$ cat src/rtl/sa_err_pkg.sv
package sa_err_pkg;
  localparam int unsigned SA_CODE_W = 4;
  localparam logic [SA_CODE_W-1:0] STD_CODE_A = 4'b0001;
  localparam logic [SA_CODE_W-1:0] STD_CODE_B = 4'b0011;
  localparam int unsigned NUM_CODES = 2;

  typedef enum logic {
    MODE_STD  = 1'b0,
    MODE_USER = 1'b1
  } code_mode_e;
endpackage

$ cat src/rtl/sa_nibble_collector.sv
module sa_nibble_collector #(
  parameter int unsigned NUM_SA = 5,
  parameter int unsigned SEL_W  = 3,
  parameter int unsigned CODE_W = 4
) (
  input  logic              clk_i,
  input  logic              rst_ni,
  input  logic [NUM_SA-1:0] sa_bits_i,
  input  logic              sa_valid_i,
  input  logic              smf_start_i,
  input  logic              mf_sync_i,
  input  logic [SEL_W-1:0]  sa_sel_i,
  output logic [CODE_W-1:0] word_o,
  output logic              word_vld_o
);
  localparam int unsigned BC_W = $clog2(CODE_W + 1);
  localparam logic [BC_W-1:0] LAST_IDX = BC_W'(CODE_W - 1);
  localparam logic [BC_W-1:0] FULL_CNT = BC_W'(CODE_W);

  logic              sel_bit;
  logic [CODE_W-1:0] shreg_q, next_word;
  logic [BC_W-1:0]   bit_cnt_q;
  logic              smf_ok_q;

  // Out-of-range select falls back to the highest Sa position
  always_comb begin
    sel_bit = sa_bits_i[NUM_SA-1];
    for (int i = 0; i < NUM_SA; i++) begin
      if (sa_sel_i == SEL_W'(i)) sel_bit = sa_bits_i[i];
    end
  end

  assign next_word = {shreg_q[CODE_W-2:0], sel_bit};

  always_ff @(posedge clk_i or negedge rst_ni) begin
    if (!rst_ni) begin
      shreg_q    <= '0;
      bit_cnt_q  <= '0;
      smf_ok_q   <= 1'b0;
      word_o     <= '0;
      word_vld_o <= 1'b0;
    end else begin
      word_vld_o <= 1'b0;
      if (smf_start_i) begin
        smf_ok_q  <= mf_sync_i;
        bit_cnt_q <= sa_valid_i ? BC_W'(1) : '0;
        shreg_q   <= sa_valid_i ? CODE_W'(sel_bit) : '0;
      end else begin
        if (!mf_sync_i) smf_ok_q <= 1'b0;
        if (sa_valid_i && (bit_cnt_q < FULL_CNT)) begin
          shreg_q   <= next_word;
          bit_cnt_q <= bit_cnt_q + BC_W'(1);
          if (bit_cnt_q == LAST_IDX) begin
            word_o     <= next_word;
            word_vld_o <= smf_ok_q && mf_sync_i;
          end
        end
      end
    end
  end
endmodule

$ cat src/rtl/sa_code_matcher.sv
module sa_code_matcher
  import sa_err_pkg::*;
#(
  parameter int unsigned CODE_W = 4
) (
  input  logic [CODE_W-1:0] word_i,
  input  code_mode_e        mode_i,
  input  logic [CODE_W-1:0] code_a_i,
  input  logic [CODE_W-1:0] code_b_i,
  output logic              match_o
);
  logic [CODE_W-1:0]    codes [NUM_CODES];
  logic [NUM_CODES-1:0] hit;

  always_comb begin
    if (mode_i == MODE_USER) begin
      codes[0] = code_a_i;
      codes[1] = code_b_i;
    end else begin
      codes[0] = CODE_W'(STD_CODE_A);
      codes[1] = CODE_W'(STD_CODE_B);
    end
  end

  for (genvar g = 0; g < NUM_CODES; g++) begin : g_cmp
    assign hit[g] = (word_i == codes[g]);
  end

  assign match_o = |hit;
endmodule

$ cat src/rtl/sa_event_counter.sv
module sa_event_counter #(
  parameter int unsigned CNT_W = 16
) (
  input  logic             clk_i,
  input  logic             rst_ni,
  input  logic             inc_i,
  input  logic             rd_req_i,
  output logic [CNT_W-1:0] live_o,
  output logic [CNT_W-1:0] hold_o
);
  localparam logic [CNT_W-1:0] CNT_MAX = '1;

  logic [CNT_W-1:0] live_d;

  always_comb begin
    live_d = live_o;
    if (rd_req_i)                         live_d = inc_i ? CNT_W'(1) : '0;
    else if (inc_i && (live_o != CNT_MAX)) live_d = live_o + CNT_W'(1);
  end

  always_ff @(posedge clk_i or negedge rst_ni) begin
    if (!rst_ni) begin
      live_o <= '0;
      hold_o <= '0;
    end else begin
      live_o <= live_d;
      if (rd_req_i) hold_o <= live_o;
    end
  end
endmodule

$ cat src/rtl/sa_crc_err_monitor.sv
module sa_crc_err_monitor
  import sa_err_pkg::*;
#(
  parameter int unsigned CNT_W  = 16,
  parameter int unsigned CODE_W = SA_CODE_W,
  parameter int unsigned NUM_SA = 5,
  parameter int unsigned SEL_W  = 3
) (
  input  logic              clk_i,
  input  logic              rst_ni,
  input  logic [NUM_SA-1:0] sa_bits_i,
  input  logic              sa_valid_i,
  input  logic              smf_start_i,
  input  logic              mf_sync_i,
  input  logic [SEL_W-1:0]  sa_sel_i,
  input  logic              code_mode_i,
  input  logic [CODE_W-1:0] code_a_i,
  input  logic [CODE_W-1:0] code_b_i,
  input  logic              rd_req_i,
  output logic [CNT_W-1:0]  count_o
);
  logic [CODE_W-1:0] word;
  logic              word_vld, match, inc;
  logic [CNT_W-1:0]  live_cnt;
  code_mode_e        mode;

  assign mode = code_mode_e'(code_mode_i);

  sa_nibble_collector #(
    .NUM_SA (NUM_SA),
    .SEL_W  (SEL_W),
    .CODE_W (CODE_W)
  ) i_collector (
    .clk_i       (clk_i),
    .rst_ni      (rst_ni),
    .sa_bits_i   (sa_bits_i),
    .sa_valid_i  (sa_valid_i),
    .smf_start_i (smf_start_i),
    .mf_sync_i   (mf_sync_i),
    .sa_sel_i    (sa_sel_i),
    .word_o      (word),
    .word_vld_o  (word_vld)
  );

  sa_code_matcher #(
    .CODE_W (CODE_W)
  ) i_matcher (
    .word_i   (word),
    .mode_i   (mode),
    .code_a_i (code_a_i),
    .code_b_i (code_b_i),
    .match_o  (match)
  );

  // Sync must still hold when the count is updated
  assign inc = word_vld && match && mf_sync_i;

  sa_event_counter #(
    .CNT_W (CNT_W)
  ) i_counter (
    .clk_i    (clk_i),
    .rst_ni   (rst_ni),
    .inc_i    (inc),
    .rd_req_i (rd_req_i),
    .live_o   (live_cnt),
    .hold_o   (count_o)
  );
endmodule

$ cat config.mk
export PLATFORM = sky130hd
export DESIGN_NAME = sa_crc_err_monitor
export DESIGN_NICKNAME = d
export VERILOG_FILES = /design/src/rtl/sa_err_pkg.sv /design/src/rtl/sa_nibble_collector.sv /design/src/rtl/sa_code_matcher.sv /design/src/rtl/sa_event_counter.sv /design/src/rtl/sa_crc_err_monitor.sv
export SDC_FILE = /design/constraint.sdc
export NUM_CORES = 1
export LEC_CHECK = 0
export ABC_AREA = 1
export ABC_CLOCK_PERIOD_IN_PS = 1800
export BUFFER_PORTS_ARGS = -buffer_cell sky130_fd_sc_hd__buf_2
export CAP_MARGIN = 20
export CORE_AREA = 5 5 90 92
export CTS_CLUSTER_SIZE = 16
export DETAILED_ROUTE_END_ITERATION = 6
export DIE_AREA = 0 0 95 97
export GPL_TIMING_DRIVEN = 0
export PLACE_DENSITY = 0.62
export SYNTH_ARGS = -nofsm -noshare
export SYNTH_HDL_FRONTEND = slang
export SYNTH_HIERARCHICAL = 1
export SYNTH_SLANG_ARGS = --single-unit
export TNS_END_PERCENT = 5
$ cat constraint.sdc
create_clock -name clk_i -period 1.8 [get_ports clk_i]
set_input_delay 0.27 -clock clk_i [delete_from_list [all_inputs] [get_ports clk_i]]
set_output_delay 0.27 -clock clk_i [all_outputs]
set_load 0.02 [all_outputs]
# Word-level counts from Yosys, hierarchy flattened
# Cells that the tools add are included.
# op_classes
mux	20
bitwise_logic	1
magnitude_cmp	1
add_sub_neg	2
reduce_logical	10
eq_ne	9
# ops
cell	n
16-bit two-way mux	2
16-bit by 1-bit adder with 16-bit output (second input constant)	1
16-bit inequality test (second input constant)	1
1-bit two-way mux	13
3-bit two-way mux	4
3-bit by 2-bit equality test with 1-bit output (second input constant)	3
4-bit equality test	2
8-bit two-way mux	1
1-bit logical AND	5
2-bit nonzero test	2
3-bit by 1-bit adder with 3-bit output (second input constant)	1
3-bit by 1-bit equality test with 1-bit output (second input constant)	1
3-bit equality test (second input constant)	1
3-bit logical NOT	1
3-bit < comparator (second input constant)	1
3-bit AND reduction	1
2-bit inequality test (second input constant)	1
2-bit OR reduction	1
1-bit inverter	1
# word_totals
word_cells	50
reg_bits	44

# Longest topological paths before layout
# Gate-level depths: netlist (run 1).
# logic_depth
depth_word	8
ltp_mapped	17
ltp_nobuf	16

# Modules after synthesis
# Netlist (run 1), hierarchy kept.
# modules_own_cells
mod	cells_per_inst	area_per_inst_um2	instances	seq_area_each_um2
sa_event_counter	221	1652.8	1	800.8
sa_nibble_collector	68	593.1	1	300.3
sa_code_matcher	48	202.7	1	0.0
sa_crc_err_monitor	3	13.8	1	0.0

# Worst setup path before layout (run 1)
# No wires, ideal clock.
# synth_timing
path_kind	input port to flip-flop
from	input code_mode_i
to	register i_counter.live_o[0]
t_required_ps	1679
t_arrival_ps	1633
slack_ps	47
cell_stages	16
path_cell_list	clkbuf_2 > buf_6 > nand2_2 > nand2_1 > nand2_1 > nor2_1 > nand2_1 > nand2_1 > nand2_1 > nor2_2 > inv_1 > nor2_4 > nor2_8 > buf_6 > nand2_1 > nand2_1
# synth_via
elab_chain_cells	7
word_cells_on_any_way	10
cone_classes	eq/ne (2); mux (3); reduce/logical (5)
# synth_rtl
item	line_no	source
start, declared	sa_crc_err_monitor.sv:16	input logic code_mode_i,
8-bit two-way mux (*)	sa_code_matcher.sv:16	if (mode_i == MODE_USER) begin
4-bit equality test	sa_code_matcher.sv:26	assign hit[g] = (word_i == codes[g]);
2-bit OR reduction (*)	sa_code_matcher.sv:29	assign match_o = |hit;
via match	sa_crc_err_monitor.sv:23	logic word_vld, match, inc;
1-bit logical AND (*) (2 in a row)	sa_crc_err_monitor.sv:56	assign inc = word_vld && match && mf_sync_i;
via inc	sa_crc_err_monitor.sv:23	
1-bit two-way mux or 1-bit logical AND (tied branches)	sa_event_counter.sv:17, sa_event_counter.sv:18	
16-bit two-way mux or 2-bit nonzero test (tied branches)	-	
end signal, assigned	sa_event_counter.sv:26	live_o <= live_d;
end, declared	sa_event_counter.sv:8	output logic [CNT_W-1:0] live_o,
# The timed path passes the listed nets; every way through them passes the cells marked *.
# A chain may end at the register's enable or synchronous reset.

# Final worst setup path (run 1)
# layout_timing
from	register i_counter.live_o[1]
to	register i_counter.live_o[0]
# layout_via
elab_chain_cells	3
# layout_rtl
item	line_no	source
16-bit inequality test	sa_event_counter.sv:18	else if (inc_i && (live_o != CNT_MAX)) live_d = live_o + CNT_W'(1);
1-bit logical AND	sa_event_counter.sv:18	
2-bit nonzero test (no source line)	-	
# Every way passes these cells.

==> results of run 1 <==
-- repair_timing --
action | 4_1_cts | 5_1_grt
setup endpoints to repair | 12 | 15
gates resized for setup | 2 | 12
pin swaps | 1 | 10
setup buffers | 2 | 5
hold endpoints to repair | 0 | 2
hold buffers | 0 | 1
-- layer usage --
metal  up-vias  global-route usage [%]
li1       1168                       -
met1       991                    18.4
met2        39                    19.1
met3         3                    2.48
met4         0                    3.33
met5         -                       0
-- logic make-up (layout without fill, tap and decap cells) --
kind of cell / after synthesis / count (layout) / share of synthesized area, %
and+or+nand+nor: 212 / 212 / 38.6
DFF: 44 / 44 / 44.7
adders and majority gates: 3 / 3 / 1.52
xor gates and xnor gates: 2 / 2 / 0.712
buffers and inverters: 54 / 107 / 9.04
AOI/OAI and AO/OA: 25 / 25 / 5.44
-- cell usage in the layout, fill, tap and decap left out, types with 2 or more instances in the layout --
cell | netlist | final
buf_6 | 2 | 2
clkbuf_8 | 0 | 6
clkinv_2 | 2 | 4
o21ai_1 | 11 | 11
nor2_2 | 1 | 2
ha_1 | 3 | 3
nand2_2 | 3 | 5
o21ai_0 | 6 | 6
clkbuf_1 | 3 | 3
nand3b_1 | 2 | 2
o22ai_1 | 2 | 2
inv_2 | 7 | 10
nand3_2 | 0 | 2
nor2_4 | 5 | 6
dfrtp_1 | 44 | 44
buf_4 | 0 | 7
nand2_1 | 137 | 135
a21oi_1 | 4 | 4
nand3_1 | 25 | 23
nor2_1 | 23 | 21
buf_2 | 1 | 37
inv_1 | 38 | 34
nand4_1 | 10 | 10
-- flip-flops by register name (all words and copies together) (netlist names) --
name	flops
i_collector/word_o	4
i_collector/shreg_q	3
i_collector/bit_cnt_q	3
i_counter/live_o	16
i_collector/word_vld_o	1
i_collector/smf_ok_q	1
i_counter/hold_o	16
-- cells in the mapped netlist (3+ instances only) --
library cell | number | share of area [%]
nand4_1 | 10 | 2.5
nor2_4 | 5 | 2.3
inv_2 | 7 | 1.1
o21ai_0 | 6 | 1.2
ha_1 | 3 | 1.5
dfrtp_1 | 44 | 45
nand2_2 | 3 | 0.76
nor2_1 | 23 | 3.5
a21oi_1 | 4 | 0.81
nand2_1 | 137 | 21
inv_1 | 38 | 5.8
clkbuf_1 | 3 | 0.46
o21ai_1 | 11 | 2.2
nand3_1 | 25 | 5.1
-- metrics by stage --
| step | utilization [%] | hold slack (ns) |
|---|---|---|
| floorplan | - | -0.0256 |
| global placement | 38.8 | 0.452 |
| detailed placement | 38.8 | 0.456 |
| CTS | 40.4 | 0.157 |
| global route | 41.8 | 0.160 |
| finish | 41.8 | 0.164 |
-- critical path: stages, from the launching register on --
cell and delay (ns):
dfrtp_1 0.43, ha_1 0.20, nand2_1 0.12, nor2_4 0.17, nand2_2 0.10, nor2_4 0.18, nor2_4 0.08, nor2_8 0.11
buf_6 0.16, nand2_1 0.06, nand2_1 0.06
-- power by group through the flow --
stage          Clock [mW]  Combinational (mW)  Sequential, mW
6_report            0.639               0.334            1.07
5_1_grt             0.699               0.387            1.07
4_1_cts             0.666               0.284            1.07
3_5_place_dp            0               0.282            1.09
3_3_place_gp            0               0.273            1.08
2_1_floorplan           0               0.196            1.08
-- how the worst max path moves through the flow --
stage	endpoint	cells past startpoint	slack [ns]	startpoint
after floorplan	i_counter/live_o[0]	16	0.05	code_mode_i
after CTS	i_counter/live_o[1]	12	-0.006	i_collector/word_o[1]
after global routing	i_counter/live_o[13]	15	-0.10	i_collector/word_o[2]
final	i_counter/live_o[0]	10	0.08	i_counter/live_o[1]
after global placement	i_counter/live_o[9]	14	-0.41	code_mode_i
after detailed placement	i_counter/live_o[1]	14	-0.42	code_mode_i
-- cell type report --
type / instances / area [um2] / share of cell area (%)
timing repair buffer: 45 / 263 / 8.82
clock inverter: 2 / 10.0 / 0.336
clock buffer: 6 / 82.6 / 2.77
multi-input combinational: 242 / 1170 / 39.4
sequential: 44 / 1100 / 36.9
tap: 99 / 124 / 4.16
inverter: 47 / 181 / 6.09
buffer: 7 / 43.8 / 1.47
==> results.toml, run 1 <==
[run_status]
status = "finished, final reports clean"

[detailed_routing]
wl_met1_mm = 2.71
wl_mm = 5.43
wl_per_cell_um = 11.0
wl_met3_um = 224
via_count = 2201
vias_per_cell = 4.47
detail-route-antenna-nets = 0
drt-pass1-iter-count = 4
dr_wl_met2_mm = 2.48
drtIter0Drc = 99
highest_layer = "met4"
route.detailed.drc = 0

[logic_synthesis]
synthesis.area_mm2 = 0.00246
seq_area_frac_synth_pct = 44.7
syn_area_per_cell_um2 = 7.24
syn_nets = 366
synth-main-ff-cell = "dfrtp_1"
syn_inst = 340
synth.distinct_cells = 31
yosys_warnings = 6
synth_edf_count = 0
synth-seq-cells = 44
synthArstFlopShare_pct = 100

[timing]
rsz0062_at_grt = "true"
hold_viol_final = 0
finalMaxSlewViolations = 0
worst_slew_pin_slew_ns = 0.491
min_period_ns = 1.72
finalSetupTns_ns = 0
skew_ns = 0.00581
final_critical_path_setup_slack_ns = 0.0753
timing.final.crit_share_pct = 95.8
slew-limit-headroom_pct = 67.2
setup_viol = 0
max_freq_mhz = 580

[min_path]
hold_end = "i_collector/bit_cnt_q[2]"
min_from = "smf_start_i"
holdPathStages = 2
hold_class = "in2reg"

[layout]
num_antenna_cells = 0
drive_gt1_share_pct = 22.9
final_area_mm2 = 0.00298
instances_no_fill = 492
area_growth_pct = 21.0
fillers = 760
nNetsFinal = 418

[clocking]
clock-root-buffer = "clkbuf_8"
cts_buffer_depth = 2
clkSinkCount = 44
numCtsBuffers = 5
cts_tree = "yes"
clkLatencyLatePin_ns = 0.29
clk_pin_slew_ns = 0.08
htree_levels = 2

[critical_path]
path_max_fanout = 10
timing.rr.end = "i_counter/live_o[0]"
setup.worst_path.class = "reg2reg"
cp.required_ns = 2.03
cp-end-kind = "flip-flop"
critPathArrivalTime_ns = 1.96
r2r_cells = 10
rr_startpoint = "i_counter/live_o[1]"
ff2ff_setup_slack_ns = 0.08
cp-start-kind = "flip-flop"

[place]
numPortBuffers = 36
place_ws_ns = -0.422
dp_hpwl_mm = 4.10
gp_congestion = 0.886
dpl_cell_area_mm2 = 0.00277
dp.cells = 475

[power_and_ir_drop]
p_seq_share_pct = 52.3
ir_worst_vdd_mv = 0.419
total_power_mw = 2.04
combPwrFrac_pct = 16.3
p_switching_mw = 0.556
switching_share_pct = 27.2
pwr-share-clk_pct = 31.3
p_per_area_mw_per_mm2 = 685
p_int_mw = 1.48
p_leak_nw = 1.58

[grt]
grt_pass1_wl_mm = 9.66
grt.overflow.total = 0
antenna_found_initial = 0
first_global_vias = 2145
grt_start_max_net_pins = 45
grt_use_total_pct = 12.7

[floorplan]
initial_utilization_pct = 34.5
die-area_mm2 = 0.00922
rows = 31
core_mm2 = 0.00714
die_y_um = 97
die_w_um = 95
ioPinCount = 39

[run]
maxCapViolations = 0
Power figures use the tool's default switching activity.
==> run 2: changes to the inputs <==
--- a/config.mk
+++ b/config.mk
@@ -9,10 +9,10 @@
 export ABC_CLOCK_PERIOD_IN_PS = 1800
 export BUFFER_PORTS_ARGS = -buffer_cell sky130_fd_sc_hd__buf_2
 export CAP_MARGIN = 20
-export CORE_AREA = 5 5 90 92
+export CORE_AREA = 5 5 86 96
 export CTS_CLUSTER_SIZE = 16
 export DETAILED_ROUTE_END_ITERATION = 6
-export DIE_AREA = 0 0 95 97
+export DIE_AREA = 0 0 91 101
 export GPL_TIMING_DRIVEN = 0
 export PLACE_DENSITY = 0.62
 export SYNTH_ARGS = -nofsm -noshare
==> results.toml, run 2 (synthesized netlist as in run 1, its figures left out) <==
[run_status]
status = "finished, final reports clean"

[grt]
first_global_vias = 2196
grt_start_max_net_pins = 45
grt_pass1_wl_mm = 9.97
gr-max-usage-layer = "met2"
met1_usage_pct = 16.5
grt.met3_usage_pct = 2.39
antenna_found_initial = 0
grt.overflow.total = 0
grtUsageMet2_pct = 22.0
grt_use_total_pct = 13.0

[place]
place_ws_ns = -0.472
numPortBuffers = 36
gp_congestion = 0.787
dp_hpwl_mm = 4.10

[timing]
final_critical_path_setup_slack_ns = 0.0684
rsz0062_at_grt = "true"
slew-limit-headroom_pct = 64.1
finalMaxSlewViolations = 0
setup_viol = 0
min_period_ns = 1.73
max_freq_mhz = 577
worst_slew_pin_slew_ns = 0.539
timing.final.crit_share_pct = 96.2
hold_viol_final = 0
skew_ns = 0.00344
finalSetupTns_ns = 0

[clocking]
clk_pin_slew_ns = 0.08
cts_tree = "yes"
clkLatencyLatePin_ns = 0.29
cts_buffer_depth = 2
htree_levels = 2
clkSinkCount = 44
numCtsBuffers = 5
clock-root-buffer = "clkbuf_8"

[layout]
final_util_pct = 41.3
fillers = 748
final_common_cell = "nand2_1"
num_antenna_cells = 0
reg_top3 = "i_counter/hold_o x16, i_counter/live_o x16, i_collector/word_o x4"
drive_gt1_share_pct = 23.8
area_growth_pct = 21.2
multi_input_area_mm2 = 0.00119
nNetsFinal = 417
mostFrequentLayoutCells = "130 x nand2_1, 44 x dfrtp_1, 37 x buf_2, 35 x inv_1, 23 x nand3_1"
register_area_mm2 = 0.00110

[detailed_routing]
vias_per_cell = 4.66
via_count = 2225
wl_per_cell_um = 11.7
wl_mm = 5.57
drtIter0Drc = 111
detail-route-antenna-nets = 0
drt-pass1-iter-count = 4
route.detailed.drc = 0

[critical_path]
cp-start-kind = "flip-flop"
cpLargestDelayFamily = "simple AND/OR/NAND/NOR gates"
setup.worst_path.class = "reg2reg"
cp-end-kind = "flip-flop"
cp.required_ns = 1.98
path_max_fanout = 4
crit_chain = "inv_2 > nand2_2 > nand2_2 > nor2_2 > nand2_1 > nand2_2 > nand2_2 > nor2_4 > inv_4 > nor2_2 > nand3_1 > nor2_2 > nand3_1 > nand2_1 > nor2_1"
critPathArrivalTime_ns = 1.91
crit_path_top_delay_cell = "dfrtp_1"
timing.critical_path.mode_cell = "nand2_2"
cpPeakStageDelay_ns = 0.42
critPathBufInv = 2

[power_and_ir_drop]
p_leak_nw = 1.57
total_power_mw = 2.10
ir_worst_vdd_mv = 0.407
p_per_area_mw_per_mm2 = 705

[floorplan]
die_y_um = 101
core_mm2 = 0.00723
rows = 33
initial_utilization_pct = 34.1
die-area_mm2 = 0.00919
ioPinCount = 39
die_w_um = 91

[run]
maxCapViolations = 0

[min_path]
hold_class = "in2reg"
## run 2: worst register-to-register path: stages (launching register included)
cell     delay [ns]
dfrtp_1        0.42
inv_2          0.06
nand2_2        0.06
nand2_2        0.05
nor2_2         0.09
nand2_1        0.07
nand2_2        0.08
nand2_2        0.07
nor2_4         0.17
inv_4          0.07
nor2_2         0.07
nand3_1        0.09
nor2_2         0.15
nand3_1        0.09
nand2_1        0.07
nor2_1         0.05
## run 2: repair_timing
| item | CTS | global route |
|---|---|---|
| hold endpoints to repair | 0 | 15 |
| resized for setup | 4 | 17 |
| setup buffers | 2 | 4 |
| hold buffers | 0 | 1 |
| setup endpoints to repair | 12 | 15 |
| pin swaps | 1 | 19 |
## run 2: path summary, 6_finish.rpt
check | from | to | depth (start not counted) | slack [ns]
max | i_collector/word_o[1] | i_counter/live_o[13] | 15 | 0.07
min | smf_start_i | i_collector/bit_cnt_q[2] | 2 | 0.17
max reg2reg | i_collector/word_o[1] | i_counter/live_o[13] | 15 | 0.07
min reg2reg | i_counter/hold_o[1] | i_counter/hold_o[1] | 2 | 0.47
max in group asynchronous | rst_ni | i_counter/hold_o[0] | 3 | 0.88
min in group asynchronous | rst_ni | i_counter/hold_o[11] | 2 | 0.44
## run 2: metrics by stage
stage          area [um2]  cells  hold WS [ns]
3_3_place_gp         2750    463         0.452
5_1_grt              2990    477         0.166
2_1_floorplan        2460    340       -0.0256
4_1_cts              2880    471         0.164
6_report             2990    477         0.173
3_5_place_dp         2750    463         0.456
## run 2: routing by layer
metal / share of wire, % / vias up
li1: - / 1160
met1: 47 / 1018
met2: 47 / 38
met3: 3.4 / 9
met4: 2.3 / 0
met5: 0 / -
## run 2: report_power, final
part           total (mW)  switching [mW]  leakage, nW  internal, mW
sequential           1.07          0.0388        0.605          1.03
clock               0.703           0.305       0.0501         0.398
combinational       0.332           0.192        0.913         0.141
## run 2: final cells by class
class / count / area share (%)
Multi-Input combinational cell: 242 / 39.9
Sequential cell: 44 / 36.9
Timing Repair Buffer: 44 / 8.55
Inverter: 47 / 6.08
Tap cell: 87 / 3.65
Clock buffer: 5 / 2.31
Buffer: 7 / 1.59
Clock inverter: 1 / 1.01
==> run 3: changes to the inputs <==
--- a/config.mk
+++ b/config.mk
@@ -9,10 +9,10 @@
 export ABC_CLOCK_PERIOD_IN_PS = 1800
 export BUFFER_PORTS_ARGS = -buffer_cell sky130_fd_sc_hd__buf_2
 export CAP_MARGIN = 20
-export CORE_AREA = 5 5 86 96
+export CORE_AREA = 2 2 83 93
 export CTS_CLUSTER_SIZE = 16
 export DETAILED_ROUTE_END_ITERATION = 6
-export DIE_AREA = 0 0 91 101
+export DIE_AREA = 0 0 85 95
 export GPL_TIMING_DRIVEN = 0
 export PLACE_DENSITY = 0.62
 export SYNTH_ARGS = -nofsm -noshare
==> results.toml, run 3 (synthesized netlist as in run 1, its figures left out) <==
[layout]
final_common_cell = "nand2_1"
mostFrequentLayoutCells = "132 x nand2_1, 44 x dfrtp_1, 37 x buf_2, 34 x inv_1, 23 x nand3_1"
instances_no_fill = 477
nNetsFinal = 415
num_antenna_cells = 0
drive_gt1_share_pct = 22.8
final_util_pct = 40.9
area_growth_pct = 20.0
reg_top3 = "i_counter/hold_o x16, i_counter/live_o x16, i_collector/word_o x4"
final_area_mm2 = 0.00296

[critical_path]
cp-start-kind = "flip-flop"
ff2ff_setup_slack_ns = 0.05
cp-end-kind = "flip-flop"
critPathArrivalTime_ns = 1.93
setup.worst_path.class = "reg2reg"
rr_startpoint = "i_collector/word_o[3]"
path_max_fanout = 4
cp.required_ns = 1.99
crit_start = "i_collector/word_o[3]"

[detailed_routing]
drt-pass1-iter-count = 4
drtIter0Drc = 64
route.detailed.drc = 0
wl_mm = 5.32
via_count = 2220
vias_per_cell = 4.65
detail-route-antenna-nets = 0
wl_per_cell_um = 11.2

[timing]
slew-limit-headroom_pct = 64.8
finalSetupTns_ns = 0
final_critical_path_setup_slack_ns = 0.0547
rsz0062_at_grt = "true"
setup_viol = 0
min_period_ns = 1.75
worst_slew_pin_slew_ns = 0.527
finalMaxSlewViolations = 0
skew_ns = 0.00260
whs_ns = 0.162
max_freq_mhz = 573
timing.final.crit_share_pct = 97.0
hold_viol_final = 0

[clocking]
numCtsBuffers = 5
clock-root-buffer = "clkbuf_8"
cts_buffer_depth = 2
clkLatencyLatePin_ns = 0.29
cts_tree = "yes"
clkSinkCount = 44
htree_levels = 2
clk_pin_slew_ns = 0.08

[floorplan]
ioPinCount = 39
core_mm2 = 0.00723
die_y_um = 95
die_w_um = 85
initial_utilization_pct = 34.1
rows = 33
die-area_mm2 = 0.00808

[place]
gp_congestion = 0.835
place_ws_ns = -0.511
numPortBuffers = 36
dp_hpwl_mm = 3.93
dp.cells = 463
dpl_cell_area_mm2 = 0.00275

[power_and_ir_drop]
p_leak_nw = 1.56
ir_worst_vdd_mv = 0.315
p_per_area_mw_per_mm2 = 682
total_power_mw = 2.02

[min_path]
hold_class = "in2reg"
min_from = "smf_start_i"

[grt]
grt_use_total_pct = 14.3
grt_pass1_wl_mm = 9.37
grt.overflow.total = 0
first_global_vias = 2111
grt_start_max_net_pins = 45
antenna_found_initial = 0

[run_status]
status = "finished, final reports clean"

[run]
maxCapViolations = 0
## run 3: cell type report
class | instances | area [um2]
well taps | 87 | 109
clock buffers | 7 | 86.3
fillers | 761 | 4270
multi-input cells | 242 | 1180
inverters | 47 | 181
clock inverters | 1 | 7.51
plain buffers | 7 | 47.5
repair buffers | 42 | 240
flip-flops and latches | 44 | 1100
## run 3: metal layers
layer | track usage [%] | part of all wire (%) | routed length, um | up-vias
met5 | 0 | 0 | 0 | -
met4 | 4.76 | 2.3 | 120 | 0
met3 | 2.88 | 3.4 | 181 | 10
met2 | 23.6 | 48 | 2560 | 35
met1 | 18.8 | 46 | 2460 | 1016
li1 | - | - | - | 1159
## run 3: report_power, final
group | internal (mW) | total (mW) | switching (mW)
combinational | 0.129 | 0.311 | 0.182
sequential | 1.03 | 1.07 | 0.0380
clock | 0.312 | 0.637 | 0.325
total | 1.47 | 2.02 | 0.544
## run 3: worst paths after layout
kind | endpoint | cells past startpoint
setup / recovery | i_counter/live_o[13] | 15
hold / removal | i_collector/bit_cnt_q[2] | 2
setup reg to reg | i_counter/live_o[13] | 15
hold reg to reg | i_counter/hold_o[6] | 2
max in group asynchronous | i_collector/word_o[0] | 3
min in group asynchronous | i_counter/hold_o[12] | 2
## run 3: worst max-delay path, cell delays in order (launching register included)
cell and delay, ns:
dfrtp_1 0.41, inv_2 0.06, nand3_1 0.07, nand2_1 0.05, nor2_1 0.10, nand2_1 0.07
nand2_2 0.07, nand2_2 0.07, nor2_4 0.16, inv_4 0.07, nor2_1 0.09, nand3_1 0.09
nor2_2 0.15, nand3_1 0.07, nand2_1 0.07, nor2_1 0.05
## run 3: what timing repair did
item                                   CTS  global route
pin swaps                                1            12
setup endpoints to repair               15            15
gates resized for setup                  4            14
hold buffers                             0             1
buffers inserted                         3             1
endpoints found under the hold margin    0            12
